<file path="config.mk">
export PLATFORM = sky130hd
export DESIGN_NAME = i2c_bytemem_slave
export DESIGN_NICKNAME = d
export VERILOG_FILES = /design/src/rtl/i2c_bm_pkg.sv /design/src/rtl/i2c_bm_linesync.sv /design/src/rtl/i2c_bm_ctrl.sv /design/src/rtl/i2c_bytemem_slave.sv
export SDC_FILE = /design/constraint.sdc
export NUM_CORES = 1
export LEC_CHECK = 0
export ABC_CLOCK_PERIOD_IN_PS = 2500
export CORE_UTILIZATION = 25
export CTS_BUF_LIST = sky130_fd_sc_hd__clkbuf_4 sky130_fd_sc_hd__clkbuf_8
export CTS_CLUSTER_DIAMETER = 30
export DETAILED_ROUTE_END_ITERATION = 10
export DONT_BUFFER_PORTS = 1
export SLEW_MARGIN = 10
export SYNTH_ARGS = -nofsm -noshare
export SYNTH_HDL_FRONTEND = slang
export SYNTH_SLANG_ARGS = --single-unit
</file>
<file path="constraint.sdc">
create_clock -name clk -period 2.5 [get_ports clk]
set_clock_uncertainty 0.15 [all_clocks]
set_input_delay 0.125 -clock clk [delete_from_list [all_inputs] [get_ports clk]]
set_output_delay 0.125 -clock clk [all_outputs]
set_load 0.01 [all_outputs]
</file>
<file path="src/rtl/i2c_bm_pkg.sv">
package i2c_bm_pkg;

   localparam int BYTE_W = 8;

   typedef enum logic [2:0] {
      ST_IDLE,
      ST_RX,
      ST_ACK,
      ST_TX,
      ST_MACK
   } ctl_state_e;

   typedef enum logic [1:0] {
      PH_SEL,
      PH_ADDR,
      PH_DATA,
      PH_DONE
   } byte_phase_e;

   function automatic logic sel_hit(input logic [BYTE_W-1:0] word,
                                    input logic [3:0]        code,
                                    input logic [2:0]        strap);
      return (word[7:4] == code) && (word[3:1] == strap);
   endfunction

endpackage

</file>
<file path="src/rtl/i2c_bm_linesync.sv">
module i2c_bm_linesync #(
   parameter int STAGES      = 2,
   parameter bit GLITCH_FILT = 1'b0
) (
   input  logic clk,
   input  logic rst_n,
   input  logic scl_i,
   input  logic sda_i,
   output logic sda_lvl,
   output logic scl_rise,
   output logic scl_fall,
   output logic start_det,
   output logic stop_det
);

   logic [STAGES-1:0] scl_sr;
   logic [STAGES-1:0] sda_sr;
   logic              scl_f;
   logic              sda_f;
   logic              scl_d;
   logic              sda_d;

   always_ff @(posedge clk or negedge rst_n) begin
      if (!rst_n) begin
         scl_sr <= '1;
         sda_sr <= '1;
      end else begin
         scl_sr <= {scl_sr[STAGES-2:0], scl_i};
         sda_sr <= {sda_sr[STAGES-2:0], sda_i};
      end
   end

   generate
      if (GLITCH_FILT) begin : g_filt
         always_ff @(posedge clk or negedge rst_n) begin
            if (!rst_n) begin
               scl_f <= 1'b1;
               sda_f <= 1'b1;
            end else begin
               if (scl_sr[STAGES-1] == scl_sr[STAGES-2]) scl_f <= scl_sr[STAGES-1];
               if (sda_sr[STAGES-1] == sda_sr[STAGES-2]) sda_f <= sda_sr[STAGES-1];
            end
         end
      end else begin : g_pass
         assign scl_f = scl_sr[STAGES-1];
         assign sda_f = sda_sr[STAGES-1];
      end
   endgenerate

   always_ff @(posedge clk or negedge rst_n) begin
      if (!rst_n) begin
         scl_d <= 1'b1;
         sda_d <= 1'b1;
      end else begin
         scl_d <= scl_f;
         sda_d <= sda_f;
      end
   end

   assign sda_lvl   = sda_f;
   assign scl_rise  = scl_f & ~scl_d;
   assign scl_fall  = ~scl_f & scl_d;
   assign start_det = scl_f & scl_d & sda_d & ~sda_f;
   assign stop_det  = scl_f & scl_d & ~sda_d & sda_f;

endmodule

</file>
<file path="src/rtl/i2c_bm_ctrl.sv">
module i2c_bm_ctrl
   import i2c_bm_pkg::*;
#(
   parameter int         ADDR_W   = 8,
   parameter logic [3:0] DEV_CODE = 4'b1010
) (
   input  logic                clk,
   input  logic                rst_n,
   input  logic                scl_rise,
   input  logic                scl_fall,
   input  logic                start_det,
   input  logic                stop_det,
   input  logic                sda_in,
   input  logic [2:0]          strap,
   input  logic                prog_busy,
   output logic                sda_oe,
   output logic                rd_en,
   output logic [ADDR_W-1:0]   rd_addr,
   input  logic [BYTE_W-1:0]   rd_data,
   output logic                prog_req,
   output logic                prog_abort,
   output logic [ADDR_W-1:0]   prog_addr,
   output logic [BYTE_W-1:0]   prog_data
);

   ctl_state_e          state;
   byte_phase_e         phase;
   logic [2:0]          bit_cnt;
   logic [BYTE_W-1:0]   shreg;
   logic [BYTE_W-1:0]   rx_byte;
   logic [ADDR_W-1:0]   addr_q;
   logic [BYTE_W-1:0]   wdata_q;
   logic                ack_ok;
   logic                ack_on;
   logic                rd_mode;
   logic                wr_pend;
   logic                fetch_req;
   logic                fetch_cap;
   logic                m_ack;
   logic                req_q;
   logic                abort_q;

   assign rx_byte = {shreg[BYTE_W-2:0], sda_in};

   always_ff @(posedge clk or negedge rst_n) begin
      if (!rst_n) begin
         state     <= ST_IDLE;
         phase     <= PH_SEL;
         bit_cnt   <= '0;
         shreg     <= '0;
         addr_q    <= '0;
         wdata_q   <= '0;
         ack_ok    <= 1'b0;
         ack_on    <= 1'b0;
         rd_mode   <= 1'b0;
         wr_pend   <= 1'b0;
         fetch_req <= 1'b0;
         fetch_cap <= 1'b0;
         m_ack     <= 1'b0;
         req_q     <= 1'b0;
         abort_q   <= 1'b0;
      end else begin
         fetch_req <= 1'b0;
         fetch_cap <= fetch_req;
         req_q     <= 1'b0;
         abort_q   <= 1'b0;
         if (stop_det) begin
            state   <= ST_IDLE;
            ack_on  <= 1'b0;
            rd_mode <= 1'b0;
            if (wr_pend) begin
               req_q   <= 1'b1;
               wr_pend <= 1'b0;
            end
         end else if (start_det) begin
            state   <= ST_RX;
            phase   <= PH_SEL;
            bit_cnt <= '0;
            ack_on  <= 1'b0;
            rd_mode <= 1'b0;
            wr_pend <= 1'b0;
         end else begin
            unique case (state)
               ST_IDLE: ;
               ST_RX: begin
                  if (scl_rise) begin
                     if (bit_cnt == 3'd7) begin
                        state  <= ST_ACK;
                        ack_on <= 1'b0;
                        ack_ok <= 1'b0;
                        unique case (phase)
                           PH_SEL: begin
                              if (sel_hit(rx_byte, DEV_CODE, strap)) begin
                                 if (!rx_byte[0]) begin
                                    ack_ok  <= 1'b1;
                                    rd_mode <= 1'b0;
                                    phase   <= PH_ADDR;
                                    abort_q <= prog_busy;
                                 end else if (!prog_busy) begin
                                    ack_ok  <= 1'b1;
                                    rd_mode <= 1'b1;
                                    phase   <= PH_DONE;
                                 end
                              end
                           end
                           PH_ADDR: begin
                              ack_ok <= 1'b1;
                              addr_q <= rx_byte[ADDR_W-1:0];
                              phase  <= PH_DATA;
                           end
                           PH_DATA: begin
                              ack_ok  <= 1'b1;
                              wdata_q <= rx_byte;
                              wr_pend <= 1'b1;
                              phase   <= PH_DONE;
                           end
                           PH_DONE: ;
                        endcase
                     end else begin
                        shreg   <= rx_byte;
                        bit_cnt <= bit_cnt + 3'd1;
                     end
                  end
               end
               ST_ACK: begin
                  if (scl_rise && ack_on && rd_mode) fetch_req <= 1'b1;
                  if (scl_fall) begin
                     if (!ack_on) begin
                        if (ack_ok) ack_on <= 1'b1;
                        else        state  <= ST_IDLE;
                     end else begin
                        ack_on  <= 1'b0;
                        bit_cnt <= '0;
                        state   <= rd_mode ? ST_TX : ST_RX;
                     end
                  end
               end
               ST_TX: begin
                  if (scl_fall) begin
                     if (bit_cnt == 3'd7) begin
                        state <= ST_MACK;
                     end else begin
                        shreg   <= {shreg[BYTE_W-2:0], 1'b0};
                        bit_cnt <= bit_cnt + 3'd1;
                     end
                  end
               end
               ST_MACK: begin
                  if (scl_rise) begin
                     m_ack <= ~sda_in;
                     if (!sda_in) begin
                        addr_q    <= addr_q + ADDR_W'(1);
                        fetch_req <= 1'b1;
                     end
                  end
                  if (scl_fall) begin
                     bit_cnt <= '0;
                     state   <= m_ack ? ST_TX : ST_IDLE;
                  end
               end
               default: state <= ST_IDLE;
            endcase
         end
         if (fetch_cap) shreg <= rd_data;
      end
   end

   assign sda_oe     = ((state == ST_ACK) && ack_on) ||
                       ((state == ST_TX) && !shreg[BYTE_W-1]);
   assign rd_en      = fetch_req;
   assign rd_addr    = addr_q;
   assign prog_req   = req_q;
   assign prog_abort = abort_q;
   assign prog_addr  = addr_q;
   assign prog_data  = wdata_q;

endmodule

</file>
<file path="src/rtl/i2c_bytemem_slave.sv">
module i2c_bytemem_slave
   import i2c_bm_pkg::*;
#(
   parameter int         ADDR_W      = 8,
   parameter int         SYNC_STAGES = 2,
   parameter bit         GLITCH_FILT = 1'b0,
   parameter logic [3:0] DEV_CODE    = 4'b1010
) (
   input  logic              clk,
   input  logic              rst_n,
   input  logic              scl_i,
   input  logic              sda_i,
   output logic              sda_oe,
   input  logic [2:0]        strap_sel,
   output logic              rd_en,
   output logic [ADDR_W-1:0] rd_addr,
   input  logic [7:0]        rd_data,
   input  logic              prog_busy,
   output logic              prog_req,
   output logic              prog_abort,
   output logic [ADDR_W-1:0] prog_addr,
   output logic [7:0]        prog_data
);

   generate
      if (SYNC_STAGES < 2) begin : g_bad_sync
         $error("SYNC_STAGES must be at least 2");
      end
      if (ADDR_W < 1 || ADDR_W > BYTE_W) begin : g_bad_addr
         $error("ADDR_W must lie between 1 and 8");
      end
   endgenerate

   logic sda_lvl;
   logic scl_rise;
   logic scl_fall;
   logic start_det;
   logic stop_det;

   i2c_bm_linesync #(
      .STAGES      (SYNC_STAGES),
      .GLITCH_FILT (GLITCH_FILT)
   ) u_sync (
      .clk       (clk),
      .rst_n     (rst_n),
      .scl_i     (scl_i),
      .sda_i     (sda_i),
      .sda_lvl   (sda_lvl),
      .scl_rise  (scl_rise),
      .scl_fall  (scl_fall),
      .start_det (start_det),
      .stop_det  (stop_det)
   );

   i2c_bm_ctrl #(
      .ADDR_W   (ADDR_W),
      .DEV_CODE (DEV_CODE)
   ) u_ctrl (
      .clk        (clk),
      .rst_n      (rst_n),
      .scl_rise   (scl_rise),
      .scl_fall   (scl_fall),
      .start_det  (start_det),
      .stop_det   (stop_det),
      .sda_in     (sda_lvl),
      .strap      (strap_sel),
      .prog_busy  (prog_busy),
      .sda_oe     (sda_oe),
      .rd_en      (rd_en),
      .rd_addr    (rd_addr),
      .rd_data    (rd_data),
      .prog_req   (prog_req),
      .prog_abort (prog_abort),
      .prog_addr  (prog_addr),
      .prog_data  (prog_data)
   );

endmodule

</file>
* Yosys cells after proc, flatten, opt, wreduce, memory -nomap -nowiden
Index checks and enable logic that the tools add are counted.
Storage, ports and cells: flip-flop bits (word level) 47
Cells by class: muxes and demuxes 86, add/sub/neg operators 2, equal/unequal tests 36, bitwise logic cells 13, reduce and logical (&&, ||, !) cells 35
Operators by type and width (count):
- 2-to-1 mux 8 bit | 12
- 2-to-1 mux 3 bit | 17
- 2-to-1 mux 1 bit | 40
- case mux 8 bit (2 select lines) | 2
- AND reduction 7 bit | 3
- nonzero test 3 bit | 7
- != test 4 bit, second input constant | 5
- 2-to-1 mux 2 bit | 9
- != test 3 x 2 -> 1 bit, second input constant | 6
- AND reduction 8 bit | 2
- case mux 3 bit (5 select lines) | 1
- != test 3 bit, second input constant | 4
- != test 4 x 3 -> 1 bit, second input constant | 3
- case mux 3 bit (4 select lines) | 1
- AND reduction 4 bit | 3
- AND reduction 6 bit | 2
- != test 2 x 1 -> 1 bit, second input constant | 5
- adder 8 x 1 -> 8 bit, second input constant | 1
- nonzero test 2 bit | 4
- nonzero test 4 bit | 2
- AND 1 bit | 7
- == test 3 x 2 -> 1 bit, second input constant | 2
- == test 3 bit, second input constant | 2
- NOT 1 bit | 6
- 19 further kinds | 26

* Logic depth before layout (Yosys ltp)
word-level depth 9, gate-level depth with buffers 7, gate-level depth less buffers 7

* Modules after synthesis
Synthesis repeated with hierarchy kept, for this count alone.
Second synthesis, totals: cell total of the unflattened synthesis 257, area total of the unflattened synthesis 2523.7 um^2
Modules (own cells, without submodules):
- i2c_bm_ctrl | times used 1, sequential area each 1026.0 um^2, cells an instance 247, area an instance 2333.5 um^2
- i2c_bm_linesync | times used 1, sequential area each 157.7 um^2, cells an instance 10, area an instance 190.2 um^2

* Least setup slack after synthesis
No wires, ideal clock.
path type register -> register, from reg u_ctrl.bit_cnt[0], to reg u_ctrl.addr_q[3], in the netlist u_ctrl.prog_addr[3], data arrival time 1.604 ns, slack 0.617 ns, cell stages (with the launch flop) 7, clock period less this slack 1.883 ns, cell sequence dfrtp_1 > ha_1 > ha_1 > and4b_1 > o21ai_1 > buf_2 > o21ai_0
On the way: longest elaborated chain between the ends 3
Ends and longest elaborated chain:
- start, declared | line i2c_bm_ctrl.sv:28 | logic [2:0] bit_cnt;
- start signal, assigned | line i2c_bm_ctrl.sv:121 | bit_cnt <= bit_cnt + 3'd1;
- start signal, assigned | line i2c_bm_ctrl.sv:144 | bit_cnt <= bit_cnt + 3'd1;
- == test 3 bit | line i2c_bm_ctrl.sv:87 | if (bit_cnt == 3'd7) begin
- != test 2 x 1 -> 1 bit (no line)
- AND reduction 8 bit (no line)
- end signal, assigned | line i2c_bm_ctrl.sv:108 | addr_q <= rx_byte[ADDR_W-1:0];
- end signal, assigned | line i2c_bm_ctrl.sv:152 | addr_q <= addr_q + ADDR_W'(1);
- end, declared | line i2c_bm_ctrl.sv:31 | logic [ADDR_W-1:0] addr_q;
No other way between the ends. A chain may end at the register's enable or synchronous reset.

* Final worst setup path
from reg u_ctrl.state[0], to out sda_oe
On the way: longest elaborated chain between the ends 3, elaborated cells on any way between the ends 5
Ends and longest elaborated chain:
- start, declared | line i2c_bm_ctrl.sv:26 | ctl_state_e state;
- start signal, assigned | line i2c_bm_ctrl.sv:134 | state <= rd_mode ? ST_TX : ST_RX;
- start signal, assigned | line i2c_bm_ctrl.sv:158 | state <= m_ack ? ST_TX : ST_IDLE;
- == test 3 x 2 -> 1 bit (on tied branches) | line i2c_bm_ctrl.sv:168, i2c_bm_ctrl.sv:169
- logical AND 1 bit (on tied branches) | line i2c_bm_ctrl.sv:168, i2c_bm_ctrl.sv:169
- logical OR 1 bit * | line i2c_bm_ctrl.sv:168 | assign sda_oe = ((state == ST_ACK) && ack_on) ||
- end, declared | line i2c_bytemem_slave.sv:13 | output logic sda_oe,
Every way passes the cells marked *; elsewhere a longest branch is shown, timed or not.

==> summary.md <==
| Metric | Value |
|---|---|
| Warnings from Yosys | `0` |
| Area grow syn2layout | `13.1%` |
| IO Count | `44` |
| Commonest non-fill, non-tap cell in the layout | `dfrtp_1` |
| Min-delay worst type | `input port to flip-flop` |
| Startpoint Class | `flip-flop` |
| Setup CP Type | `flip-flop to primary output` |
| Critical Path RT | `2.23 ns` |
| Drt drc | `0` |
| Post-synthesis cell area | `2480 µm²` |
| Number of distinct library cells after synthesis | `49` |
| Crit end category | `primary output` |
| Setup WS post-layout | `0.380 ns` |
| Worst Hold Launch | `prog_busy` |
| Fin. Hold Viols | `0` |
| Nets | `273` |
| Status | `finished clean` |
| Via Count | `1804` |
| CTS sink count | `47` |
| Reg clk slew, reported paths | `0.09 ns` |
| Hpwl dp | `3970 µm` |
| Final Cycle Share | `84.8%` |
| Tot GR Track Use | `11.7%` |
| Antenna diode count | `0` |
| Seq/Total Area, Yosys | `47.8%` |
| GP Congestion | `0.894` |
| Placement row count | `35` |
| Htree depth | `2` |
| Pins Over Slew Limit | `0` |
| CP max FO | `12` |
| Number of I/O port buffers | `0` |
| DRT Wirelength | `5570 µm` |
| Synth Area per Inst | `10.2 µm²` |
| Worst skew pair latency | `0.30 ns` |
| Commonest non-fill, non-tap cells in the layout | `dfrtp_1, nand2_1, nor2_1, a21oi_1, o21ai_0` |
| Worst slew pin tran | `0.624 ns` |
| Core area | `9420 µm²` |
| Vias per inst | `4.76` |
| Ys async rst share | `100%` |
| Max Cap Viol | `0` |
| Final ANT Viol Nets | `0` |
| Vias in the first global route | `1779` |
| RSZ-0062 raised after global routing | `false` |
| Share of cells above drive strength 1 | `13.2%` |
| Number of DRC markers in iteration 0 | `80` |
| Starting density of the core | `26.3%` |
| VDD IR max | `0.000204 V` |
| WP data arrival | `1.84 ns` |
| Leakage | `1.16 nW` |
| CTS tree | `yes` |
| Number of synthesized register bits | `47` |
| Setup violators final | `0` |
| Synth Flop Type | `dfrtp_1` |
| Max Fclk | `0.472 GHz` |
| DR WL/cell | `14.7 µm` |
| Largest net degree at the start of global routing | `48` |
| Final min period | `2.12 ns` |
| Crit path launch | `u_ctrl.state[0]$_DFFE_PN0P_` |
| Die Ht | `102 µm` |
| Post-synth EDFFs | `0` |
| Die area | `10300 µm²` |
| First-pass GRT wire length | `9340 µm` |
| Reg-to-Reg Start | `u_ctrl.state[1]$_DFFE_PN0P_` |
| CP max stage cell | `dfrtp_1` |
| Setup Total Neg Slack | `0 ns` |
| Mapped Cells | `244` |
| Drt first pass iters | `4` |
| PD cells | `514 nW/µm²` |
| Crit-path max cell delay | `0.61 ns` |
| GRT overflow | `0` |
| Clock root buffer | `clkbuf_8` |
| FILL cells | `951` |
| Cts bufs inserted | `5` |
| Crit path cell chain | `nor2b_1 -> nand2_1 -> o21ai_0` |
| Postcts setup bufs | `0` |
| Slew headroom | `58.3%` |
| Pre-CTS worst setup slack | `0.446 ns` |
| Initial antenna violation count | `0` |
| Die Wd | `102 µm` |
| R2r setup slk | `0.40 ns` |
| Synth Net Count | `268` |
| Max Root-Sink Buffers | `2` |
metal layers:
layer  global-route usage, %  vias up  wire (µm)
li1                        -      872          -
met1                    15.5      860       2420
met2                    17.8       65       2620
met3                    3.24        7        431
met4                    5.13        0         99
met5                       0        -          0
sequential cells by signal, indices dropped and copies added (netlist names), 2 cells and up:
register / flops
u_ctrl.prog_addr: 8
u_sync.scl_sr: 2
u_ctrl.phase: 2
u_ctrl.bit_cnt: 3
u_ctrl.state: 3
u_ctrl.shreg: 8
u_ctrl.prog_data: 8
u_sync.sda_sr: 2
metrics by stage:
step / utilization [%] / std cells / cell area [µm²] / total power, mW / hold slack, ns
after global routing: 29.8 / 379 / 2800 / 1.50 / 0.189
final: 29.8 / 379 / 2800 / 1.44 / 0.145
after detailed placement: 27.1 / 358 / 2550 / 0.905 / -0.320
after global placement: 27.1 / 358 / 2550 / 0.903 / -0.318
after floorplan: - / 244 / 2480 / 0.885 / -0.321
after CTS: 29.8 / 379 / 2800 / 1.46 / 0.147
synth_stat cells (all sizes together) (2+ instances only):
master | number | area [µm²]
dfrtp | 41 | 1030
nand2 | 26 | 100
o21ai | 24 | 120
a21oi | 14 | 70.1
buf | 14 | 91.3
nor2 | 14 | 52.6
mux2i | 10 | 100
mux2 | 9 | 101
nand3 | 9 | 45.0
ha | 8 | 100
a31oi | 7 | 43.8
nor3b | 7 | 80.1
dfstp | 6 | 158
inv | 6 | 22.5
nor3 | 5 | 30.0
and3 | 4 | 25.0
a22o | 3 | 26.3
and2 | 3 | 18.8
clkbuf | 3 | 11.3
o22a | 3 | 26.3
xor2 | 3 | 26.3
a211oi | 2 | 15.0
a22oi | 2 | 15.0
nor2b | 2 | 12.5
o31ai | 2 | 15.0
or2 | 2 | 12.5
layout make-up:
| class | instances | area, µm² | share of cell area (%) |
|---|---|---|---|
| Inverter | 6 | 22.5 | 0.804 |
| Multi-Input combinational cell | 174 | 1170 | 41.7 |
| Clock buffer | 7 | 96.3 | 3.44 |
| Clock inverter | 1 | 7.51 | 0.268 |
| Timing Repair Buffer | 15 | 163 | 5.80 |
| Tap cell | 129 | 161 | 5.76 |
| Sequential cell | 47 | 1180 | 42.2 |
critical path, delay by kind of cell (launching register included):
family,cells,cell delay (ns)
DFF,1,0.61
and+or+nand+nor,2,0.49
AOI/OAI and AO/OA,1,0.44
power by group:
group | total (mW) | internal (mW) | leakage (nW) | switching [mW]
combinational | 0.106 | 0.0533 | 0.515 | 0.0530
clock | 0.516 | 0.252 | 0.0505 | 0.264
sequential | 0.819 | 0.785 | 0.590 | 0.0338
kinds of logic after synthesis:
logic type | share of synthesized area [%]
compound gates | 15.1
xor+xnor | 1.41
fa+ha+maj | 4.04
buf+inv | 5.05
flops | 47.8
mux | 8.13
simple gates | 18.5
path summary, 6_finish.rpt:
check / cells past startpoint / end
min in group asynchronous: 2 / u_ctrl.prog_abort$_DFF_PN0_
max in group asynchronous: 2 / u_sync.scl_d$_DFF_PN1_
hold / removal: 4 / u_ctrl.phase[1]$_DFFE_PN0P_
hold reg to reg: 0 / u_sync.sda_sr[1]$_DFF_PN1_
setup reg to reg: 5 / u_ctrl.bit_cnt[0]$_DFFE_PN0P_
setup / recovery: 3 / sda_oe
repair_timing:
item,4_1_cts,5_1_grt
gates resized for setup,0,0
hold buffers,13,0
endpoints found under the hold margin,60,0
setup endpoints to repair,0,0
Note: power is estimated with default switching activity, not from simulation.
